$ cat src/rtl/irq_pkg.sv
// Shared constants and the line-selection function for the timer interrupt router.
package irq_pkg;
    localparam int LINES     = 32;
    localparam int ROUTE_W   = 5;
    localparam int MSG_W     = 64;
    localparam int LEG_LINE0 = 0;
    localparam int LEG_LINE1 = 8;

    // Effective line for a channel, honouring the legacy override of channels 0 and 1.
    function automatic logic [ROUTE_W-1:0] eff_line(input logic legacy, input int ch,
                                                   input logic [ROUTE_W-1:0] sel);
        if (legacy && ch == 0) return ROUTE_W'(LEG_LINE0);
        if (legacy && ch == 1) return ROUTE_W'(LEG_LINE1);
        return sel;
    endfunction
endpackage

$ cat src/rtl/irq_status_bank.sv
// Per-channel status bits and edge pulses.
// Assumes fire is already qualified by the channel and global enables.
module irq_status_bank #(
    parameter int NUM_CH = 4
) (
    input  logic              clk,
    input  logic              rst_n,
    input  logic [NUM_CH-1:0] fire,
    input  logic [NUM_CH-1:0] is_level,
    input  logic [NUM_CH-1:0] msg_en,
    input  logic [NUM_CH-1:0] active,
    input  logic [NUM_CH-1:0] clr_mask,
    output logic [NUM_CH-1:0] status,
    output logic [NUM_CH-1:0] pulse
);
    for (genvar ch = 0; ch < NUM_CH; ch++) begin : g_ch
        logic st_q, pl_q, msg_q;

        // Status bit update: disable, message-enable rise, expiry, then software clear.
        always_ff @(posedge clk) begin
            if (!rst_n) begin
                st_q  <= 1'b0;
                pl_q  <= 1'b0;
                msg_q <= 1'b0;
            end else begin
                msg_q <= msg_en[ch];
                pl_q  <= fire[ch] & ~is_level[ch] & ~msg_en[ch];
                if (!active[ch])
                    st_q <= 1'b0;
                else if (msg_en[ch] && !msg_q)
                    st_q <= 1'b0;
                else if (fire[ch] && !msg_en[ch])
                    st_q <= is_level[ch];
                else if (clr_mask[ch])
                    st_q <= 1'b0;
            end
        end

        assign status[ch] = st_q;
        assign pulse[ch]  = pl_q;
    end
endmodule

$ cat src/rtl/irq_line_map.sv
// Combines channel activity and legacy inputs into the interrupt lines.
// Assumes status and pulse are registered; this module is purely combinational.
module irq_line_map
    import irq_pkg::*;
#(
    parameter int NUM_CH = 4
) (
    input  logic                      legacy,
    input  logic [NUM_CH*ROUTE_W-1:0] route,
    input  logic [NUM_CH-1:0]         status,
    input  logic [NUM_CH-1:0]         pulse,
    input  logic [NUM_CH-1:0]         msg_en,
    input  logic [1:0]                leg_q,
    output logic [LINES-1:0]          lines
);
    // OR every source onto its selected line.
    always_comb begin
        lines = '0;
        if (!legacy) begin
            lines[LEG_LINE0] = leg_q[0];
            lines[LEG_LINE1] = leg_q[1];
        end
        for (int ch = 0; ch < NUM_CH; ch++) begin
            if ((status[ch] || pulse[ch]) && !msg_en[ch])
                lines[eff_line(legacy, ch, route[ch*ROUTE_W +: ROUTE_W])] = 1'b1;
        end
    end
endmodule

$ cat src/rtl/irq_msg_sel.sv
// Registers one message-write request per cycle; lowest firing channel wins.
// Assumes fire_msg is already qualified by enables and message-enable bits.
module irq_msg_sel
    import irq_pkg::*;
#(
    parameter int NUM_CH = 4
) (
    input  logic                    clk,
    input  logic                    rst_n,
    input  logic [NUM_CH-1:0]       fire_msg,
    input  logic [NUM_CH*MSG_W-1:0] words,
    output logic                    req,
    output logic [31:0]             addr,
    output logic [31:0]             data
);
    logic [MSG_W-1:0] pick;

    // Priority select of the lowest-index firing channel.
    always_comb begin
        pick = '0;
        for (int ch = NUM_CH - 1; ch >= 0; ch--)
            if (fire_msg[ch]) pick = words[ch*MSG_W +: MSG_W];
    end

    // Request register.
    always_ff @(posedge clk) begin
        if (!rst_n) begin
            req  <= 1'b0;
            addr <= '0;
            data <= '0;
        end else begin
            req <= |fire_msg;
            if (|fire_msg) begin
                addr <= pick[63:32];
                data <= pick[31:0];
            end
        end
    end
endmodule

$ cat src/rtl/irq_router.sv
// Timer interrupt router: status register, line routing, legacy pass-through, message request.
// Assumes NUM_CH >= 2 and expiry inputs are single-cycle pulses.
module irq_router
    import irq_pkg::*;
#(
    parameter int NUM_CH = 4
) (
    input  logic                      clk,
    input  logic                      rst_n,
    input  logic [NUM_CH-1:0]         tick_expire,
    input  logic [NUM_CH-1:0]         ch_enable,
    input  logic [NUM_CH-1:0]         ch_level,
    input  logic [NUM_CH-1:0]         ch_msg_en,
    input  logic [NUM_CH*ROUTE_W-1:0] ch_route,
    input  logic [NUM_CH*MSG_W-1:0]   ch_msg_word,
    input  logic                      glb_enable,
    input  logic                      legacy_mode,
    input  logic                      stat_clr_wr,
    input  logic [NUM_CH-1:0]         stat_clr_data,
    input  logic [1:0]                legacy_irq_in,
    output logic [LINES-1:0]          irq_out,
    output logic                      legacy_timer_en,
    output logic                      msg_req,
    output logic [31:0]               msg_addr,
    output logic [31:0]               msg_data,
    output logic [NUM_CH-1:0]         stat_bits
);
    logic [NUM_CH-1:0] active, fire, clr_mask, pulse;
    logic [1:0]        leg_q;

    assign active   = ch_enable & {NUM_CH{glb_enable}};
    assign fire     = tick_expire & active;
    assign clr_mask = stat_clr_data & {NUM_CH{stat_clr_wr}};

    // Sample the legacy inputs so line 8 can be restored on leaving legacy mode.
    always_ff @(posedge clk) begin
        if (!rst_n) leg_q <= '0;
        else        leg_q <= legacy_irq_in;
    end

    assign legacy_timer_en = ~legacy_mode;

    irq_status_bank #(.NUM_CH(NUM_CH)) u_bank (
        .clk(clk), .rst_n(rst_n), .fire(fire), .is_level(ch_level),
        .msg_en(ch_msg_en), .active(active), .clr_mask(clr_mask),
        .status(stat_bits), .pulse(pulse)
    );

    irq_line_map #(.NUM_CH(NUM_CH)) u_map (
        .legacy(legacy_mode), .route(ch_route), .status(stat_bits),
        .pulse(pulse), .msg_en(ch_msg_en), .leg_q(leg_q), .lines(irq_out)
    );

    irq_msg_sel #(.NUM_CH(NUM_CH)) u_msg (
        .clk(clk), .rst_n(rst_n), .fire_msg(fire & ch_msg_en),
        .words(ch_msg_word), .req(msg_req), .addr(msg_addr), .data(msg_data)
    );
endmodule

$ cat config.mk
export PLATFORM = sky130hd
export DESIGN_NAME = irq_router
export DESIGN_NICKNAME = d
export VERILOG_FILES = /design/src/rtl/irq_pkg.sv /design/src/rtl/irq_status_bank.sv /design/src/rtl/irq_line_map.sv /design/src/rtl/irq_msg_sel.sv /design/src/rtl/irq_router.sv
export SDC_FILE = /design/constraint.sdc
export NUM_CORES = 1
export LEC_CHECK = 0
export BUFFER_PORTS_ARGS = -buffer_cell sky130_fd_sc_hd__buf_2
export CELL_PAD_IN_SITES_DETAIL_PLACEMENT = 0
export CELL_PAD_IN_SITES_GLOBAL_PLACEMENT = 1
export CORE_MARGIN = 2
export CORE_UTILIZATION = 26
export DETAILED_ROUTE_END_ITERATION = 10
export PLACE_DENSITY = 0.77
export SLEW_MARGIN = 10
export SYNTH_ARGS = -nofsm -noshare
export SYNTH_HDL_FRONTEND = slang
export SYNTH_HIERARCHICAL = 1
export SYNTH_SLANG_ARGS = --single-unit
$ cat constraint.sdc
create_clock -name clk -period 1.5 [get_ports clk]
set_clock_uncertainty 0.2 [all_clocks]
set_input_delay 0.075 -clock clk [delete_from_list [all_inputs] [get_ports clk]]
set_output_delay 0.075 -clock clk [all_outputs]
set_load 0.1 [all_outputs]
==> flow_metrics.env, run 1 <==
export IMPL_status="complete, but fails checks"
export IMPL_violations="setup timing"
export IMPL_dp_cells=1574
export IMPL_antenna_found_initial=1
export IMPL_drive_gt1_frac=0.4785
export IMPL_ys_types=60
export IMPL_synthMuxAreaShare=0.006532
export IMPL_fin_crit_sh=1.455
export IMPL_wl_met3_mm=2.890
export IMPL_cts_sinks=79
export IMPL_grt_pass1_wl_mm=51.33
export IMPL_synth_adder_area_share=0
export IMPL_path_max_fanout=4
export IMPL_synthCells=775
export IMPL_grtUsageTotal=0.2658
export IMPL_grt_pass1_vias=9463
export IMPL_cts_tree="built"
export IMPL_grt_overflow=0
export IMPL_synth_simple_area_share=0.2417
export IMPL_synth_xor_area_frac=0
export IMPL_grt_setup_unrepaired="true"
export IMPL_crit_start="u_bank/g_ch[3].st_q"
export IMPL_leakage_nw=6.100
export IMPL_wl_met2_mm=18.09
export IMPL_coreArea_mm2=0.02333
export IMPL_postSynthAreaPerCell_um2=7.909
export IMPL_power_density_mw_per_mm2=504.2
export IMPL_clock_path_buffers=2
export IMPL_rr_worst_depth=4
export IMPL_synth_top_family_by_area="compound AO/OA/AOI/OAI gates"
export IMPL_initial_core_util=0.2627
export IMPL_wl_met1_mm=13.95
export IMPL_setup_viol=32
export IMPL_peakVddDrop_uv=370.9
export IMPL_crit_type="reg2out"
export IMPL_die_x_um=157.5
export IMPL_synth_compound_area_frac=0.3850
export IMPL_dr_first_iter_drc_count=699
export IMPL_gp_congestion=0.9065
export IMPL_worstReg2RegStart="u_bank/g_ch[2].st_q"
export IMPL_top_layer="met4"
export IMPL_dr_pass1_iters=5
export IMPL_ys_warn_count=6
export IMPL_min_from="ch_msg_word[155]"
export IMPL_final_antenna_net_count=0
export IMPL_nNetsFinal=1830
export IMPL_crit_path_end_kind="output port"
export IMPL_cap_violations=0
export IMPL_min_path_type="in2reg"
export IMPL_ys_ff_latch=79
export IMPL_die_h_um=157.5
export IMPL_synth_seq_area_share=0.2580
export IMPL_max_slew_margin=0.6295
export IMPL_clock_fmax_mhz=458.3
export IMPL_synth_area_mm2=0.006130
export IMPL_ff_latch_area_mm2=0.001605
export IMPL_placed_area_mm2=0.01060
export IMPL_clk_pin_slew_ns=0.06
export IMPL_hold_viol=0
export IMPL_worstMarginPinSlew_ns=0.5597
export IMPL_place_ws_ns=-0.3925
export IMPL_rows=56
export IMPL_worstPathArrival_ns=1.91
export IMPL_synth_net_count=1078
export IMPL_slew_violations=0
export IMPL_htree_levels=3
export IMPL_period_minus_slack_ns=2.182
export IMPL_hold_path_depth=4
export IMPL_place_hpwl_mm=24.35
export IMPL_cts_root_buf="clkbuf_16"
export IMPL_power_mw=7.030
export IMPL_drc=0
export IMPL_nFillCells=1923
export IMPL_hold_slack_ns=0.006541
export IMPL_avgRoutedWirePerCell_um=19.71
export IMPL_clk_latency_ns=0.34
export IMPL_yosys_area_top_type="dfxtp_1"
export IMPL_cp_start_kind="flip-flop"
export IMPL_die_area_mm2=0.02482
export IMPL_ys_top_cells_by_area="dfxtp_1, a32o_1, o221ai_2"
export IMPL_cp_data_required_time_ns=1.22
export IMPL_numPortBuffers=404
export IMPL_grt_start_max_net_pins=41
export IMPL_ys_flop_type="dfxtp_1"
export IMPL_multiInputGateArea_mm2=0.004684
export IMPL_cts_inserted_buffers=9
export IMPL_synth_top_cell_area_share=0.2580
export IMPL_routed_via_density=5.195
export IMPL_fin_area_mm2=0.01394
export IMPL_layout_setup_ws_ns=-0.6821
export IMPL_async_reset_ff_frac=0
export IMPL_layout_cells_non_filler=1852
export IMPL_synthToLayoutAreaGrowth_pct=127.5
export IMPL_ios=405
export IMPL_synth_edf_count=0
export IMPL_dr_total_vias=9621
export IMPL_routed_wl_mm=36.50
## cell usage in the layout, fill, tap and decap left out, types with 4 or more instances in the layout
| cell type | count |
|---|---|
| nor2b_1 | 10 |
| nand3_1 | 6 |
| o221ai_4 | 17 |
| mux2i_1 | 4 |
| nand2_1 | 84 |
| buf_6 | 12 |
| and4_4 | 4 |
| buf_2 | 360 |
| nor2_1 | 32 |
| o211ai_1 | 10 |
| nor3b_1 | 5 |
| a32o_1 | 65 |
| a21oi_1 | 62 |
| buf_4 | 134 |
| or3_4 | 5 |
| nand2b_1 | 71 |
| o221ai_2 | 63 |
| and2_1 | 12 |
| o22a_1 | 4 |
| dfxtp_4 | 6 |
| dlygate4sd3_1 | 242 |
| clkbuf_16 | 15 |
| nand4_1 | 4 |
| nor3_1 | 7 |
| o32a_1 | 6 |
| inv_6 | 4 |
| nand2b_4 | 4 |
| dfxtp_1 | 72 |
| inv_1 | 75 |
| buf_12 | 54 |
## worst paths after layout
path	to	slack (ns)
max	irq_out[28]	-0.68
min reg2reg	u_msg/addr[16]	0.26
max reg2reg	u_bank/g_ch[2].st_q	0.31
min	u_msg/data[27]	0.007
## report_power, final
part           internal [mW]  total [mW]  switching [mW]  leakage, nW
Combinational           1.22        2.52            1.30         5.31
Sequential              2.15        2.18          0.0294        0.646
Clock                   1.31        2.33            1.02        0.147
Total                   4.68        7.03            2.35         6.10
## area by class of cell
type                            instances  area share
Sequential cell                        79      0.1151
Inverter                               75     0.02019
Clock inverter                          7    0.005564
Timing Repair Buffer                  813      0.4781
Tap cell                              319     0.02863
Clock buffer                            9     0.01615
Multi-Input combinational cell        549      0.3360
Antenna cell                            1   0.0001795
## Yosys cell counts, drive strengths merged, types with 2 or more instances
library cell and number:
nand4 4, a32oi 3, o211ai 11, clkbuf 26, o32a 6, a22oi 4, o2111ai 2, and2b 3
nor2b 11, nand2 85, nand3b 2, nor2 36, mux2i 4, nor3b 7, or2 2, o32ai 2
and3 5, a21oi 64, and2 15, a211o 5, inv 75, nand2b 75, a2bb2oi 5, or3 6
dfxtp 79, o22a 4, and4 4, buf 46, nand3 6, o21ai 5, a32o 65, o22ai 6
nor3 8, nor4 3, o221ai 80
## routing by layer
| layer | up-vias | track usage |
|---|---|---|
| met1 | 4506 | 0.3157 |
| met5 | - | 0 |
| met4 | 0 | 0.1195 |
| met2 | 592 | 0.4587 |
| li1 | 4411 | - |
| met3 | 112 | 0.05644 |
## what timing repair did
action | in CTS | in global routing
pin swaps | 15 | 40
endpoints found under the setup margin | 36 | 54
gates resized for setup | 37 | 36
gates cloned | 0 | 6
hold endpoints to repair | 78 | 2
setup buffers | 5 | 9
hold buffers | 242 | 1
## registers in the layout, summed over array words and instances (netlist names)
| name | count |
|---|---|
| u_msg/addr | 32 |
| u_msg/data | 32 |
| u_bank/g_ch.st_q | 4 |
| u_bank/g_ch.pl_q | 4 |
| u_msg/req | 1 |
| leg_q | 2 |
| u_bank/g_ch.msg_q | 4 |
## kinds of logic (layout without fill, tap and decap cells)
kind of cell | count (synthesis) | in the layout
compound gates | 270 | 270
buf+inv | 147 | 904
flops | 79 | 79
mux | 4 | 4
other cells | 0 | 1
simple gates | 275 | 275
## critical path, cell delays in order (launching register included)
cell and delay, ns:
dfxtp_4 0.37, nor2_4 0.05, buf_6 0.11, or3_4 0.36, o32a_1 0.38, o221ai_4 0.09
buf_12 0.20
## metrics by stage
stage               setup TNS (ns)    util
finish                      -17.68  0.5975
global route                -20.17  0.5974
CTS                         -19.23  0.5795
detailed placement          -30.57  0.4542
global placement            -29.52  0.4542
floorplan                   -27.53       -
Note: power is estimated with default switching activity, not from simulation.
==> run 2, diff against run 1 <==
- CORE_AREA: default -> 2 2 157 159
- CORE_MARGIN: 2 -> default
- CORE_UTILIZATION: 26 -> default
- DIE_AREA: default -> 0 0 159 161
- PLACE_DENSITY: 0.77 -> 0.74
- clock period: 1.5 -> 2.6 ns (I/O delays scaled with it)
==> run 2 against run 1 <==
Against the previous run:
- the run now ends clean
- hold slack improved by 0.011 ns
- combinational power shrank 56%
- global-route usage decreased by 5.3 points
- critical path depth fell by 2
- flip-flop and latch count unchanged
- largest cell class is now multi-input combinational cells
==> flow_metrics.env, run 2 (same netlist as run 1, synthesis figures left out) <==
export IMPL_status="finished, final reports clean"
export IMPL_clk_latency_ns=0.34
export IMPL_nNetsFinal=1581
export IMPL_grt_overflow=0
export IMPL_cts_inserted_buffers=9
export IMPL_die_h_um=161
export IMPL_grtUsageTotal=0.2126
export IMPL_pwr_share_clk=0.350
export IMPL_finalSetupTns_ns=0
export IMPL_switchingPower_mw=1.235
export IMPL_power_density_mw_per_mm2=354.7
export IMPL_htree_levels=3
export IMPL_multiInputGateArea_mm2=0.003959
export IMPL_rows=57
export IMPL_crit_start="u_bank/g_ch[1].st_q"
export IMPL_cp_data_required_time_ns=2.27
export IMPL_intPower_mw=2.390
export IMPL_leakage_nw=4.623
export IMPL_dr_pass1_iters=7
export IMPL_cts_sinks=79
export IMPL_hold_viol=0
export IMPL_gp_congestion=0.9014
export IMPL_worstMarginPinSlew_ns=0.7701
export IMPL_worstReg2RegStart="u_bank/g_ch[1].msg_q"
export IMPL_p_sw_frac=0.3408
export IMPL_grt_start_max_net_pins=130
export IMPL_period_minus_slack_ns=2.520
export IMPL_grt_pass1_wl_mm=43.58
export IMPL_grt_setup_unrepaired="true"
export IMPL_drive_gt1_frac=0.3866
export IMPL_avgRoutedWirePerCell_um=17.68
export IMPL_final_util=0.4265
export IMPL_slew_violations=0
export IMPL_cts_root_buf="clkbuf_16"
export IMPL_power_frac_seq=0.347
export IMPL_power_mw=3.625
export IMPL_coreArea_mm2=0.02396
export IMPL_rr_worst_depth=3
export IMPL_crit_type="reg2out"
export IMPL_fin_area_mm2=0.01022
export IMPL_placed_area_mm2=0.008462
export IMPL_ios=405
export IMPL_min_path_type="in2reg"
export IMPL_min_from="ch_msg_en[0]"
export IMPL_peakVddDrop_uv=264.3
export IMPL_drc=0
export IMPL_die_area_mm2=0.02560
export IMPL_dr_total_vias=8142
export IMPL_clock_path_buffers=2
export IMPL_top_regs="u_msg/addr: 32 flops, u_msg/data: 32 flops"
export IMPL_initial_core_util=0.2558
export IMPL_grt_pass1_vias=8164
export IMPL_routed_wl_mm=28.44
export IMPL_numPortBuffers=404
export IMPL_clk_pin_slew_ns=0.06
export IMPL_crit_path_end_kind="output port"
export IMPL_worstPathArrival_ns=2.19
export IMPL_die_x_um=159
export IMPL_path_max_fanout=8
export IMPL_antenna_found_initial=1
export IMPL_ff_latch_area_mm2=0.001584
export IMPL_layout_common_cells="buf_2, dlygate4sd3_1, nand2_1"
export IMPL_cap_violations=0
export IMPL_max_slew_margin=0.4861
export IMPL_clock_fmax_mhz=396.9
export IMPL_place_hpwl_mm=20.98
export IMPL_post_cts_buffers=0
export IMPL_final_common_cell="buf_2"
export IMPL_fin_crit_sh=0.9690
export IMPL_routed_via_density=5.063
export IMPL_hold_path_depth=4
export IMPL_synthToLayoutAreaGrowth_pct=66.73
export IMPL_hold_slack_ns=0.01716
export IMPL_nFillCells=2473
export IMPL_cts_tree="built"
export IMPL_cp_start_kind="flip-flop"
export IMPL_final_antenna_net_count=0
export IMPL_setup_viol=0
export IMPL_p_comb_frac=0.303
export IMPL_dr_first_iter_drc_count=516
run 2: cell types whose count changed in the layout (fill, tap and decap cells not counted), sizes merged:
cell	delta
clkbuf	-6
clkinv	+1
buf	-146
dlymetal6s4s	-1
dlygate4sd3	-96
bufinv	-1
run 2: power groups by stage:
stage	sequential [mW]	combinational (mW)	clock (mW)
6_report	1.26	1.10	1.27
5_1_grt	1.26	1.18	1.37
4_1_cts	1.26	1.10	1.33
3_5_place_dp	1.29	0.925	0
3_3_place_gp	1.29	0.927	0
2_1_floorplan	1.49	0.346	0
run 2: cell type report:
class | instances | area share
antenna | 1 | 0.0002449
clock buffer | 9 | 0.02204
clock inverter | 7 | 0.005999
inverter | 75 | 0.02755
multi-input combinational | 549 | 0.3874
sequential | 79 | 0.1550
tap | 324 | 0.03967
timing repair buffer | 564 | 0.3621
run 2: through the flow:
stage / worst slack (ns) / instances
after floorplan: -0.4030 / 775
after global placement: 0.3896 / 1445
after detailed placement: 0.3384 / 1445
after CTS: 0.02108 / 1607
after global routing: -0.005916 / 1608
final: 0.08049 / 1608
run 2: timing repair:
item,CTS,global route
endpoints found under the setup margin,0,4
hold endpoints to repair,78,0
hold buffers,146,0
gates resized for setup,0,4
run 2: worst max-delay path: stages (launching register included):
cell and delay, ns:
dfxtp_1 0.39, o2111ai_2 0.48, a2bb2o_1 0.33, a311o_1 0.35, buf_2 0.31
run 2: worst paths after layout:
check                             end  slack (ns)
hold / removal    u_bank/g_ch[0].st_q        0.02
setup / recovery           irq_out[3]        0.08
setup reg to reg  u_bank/g_ch[1].st_q        1.21
hold reg to reg        u_msg/data[12]        0.26
run 2: layer usage:
metal	GRT usage	share of wire
met1	0.2556	0.41
met2	0.3739	0.49
met3	0.04443	0.068
met4	0.07975	0.032
met5	0	0
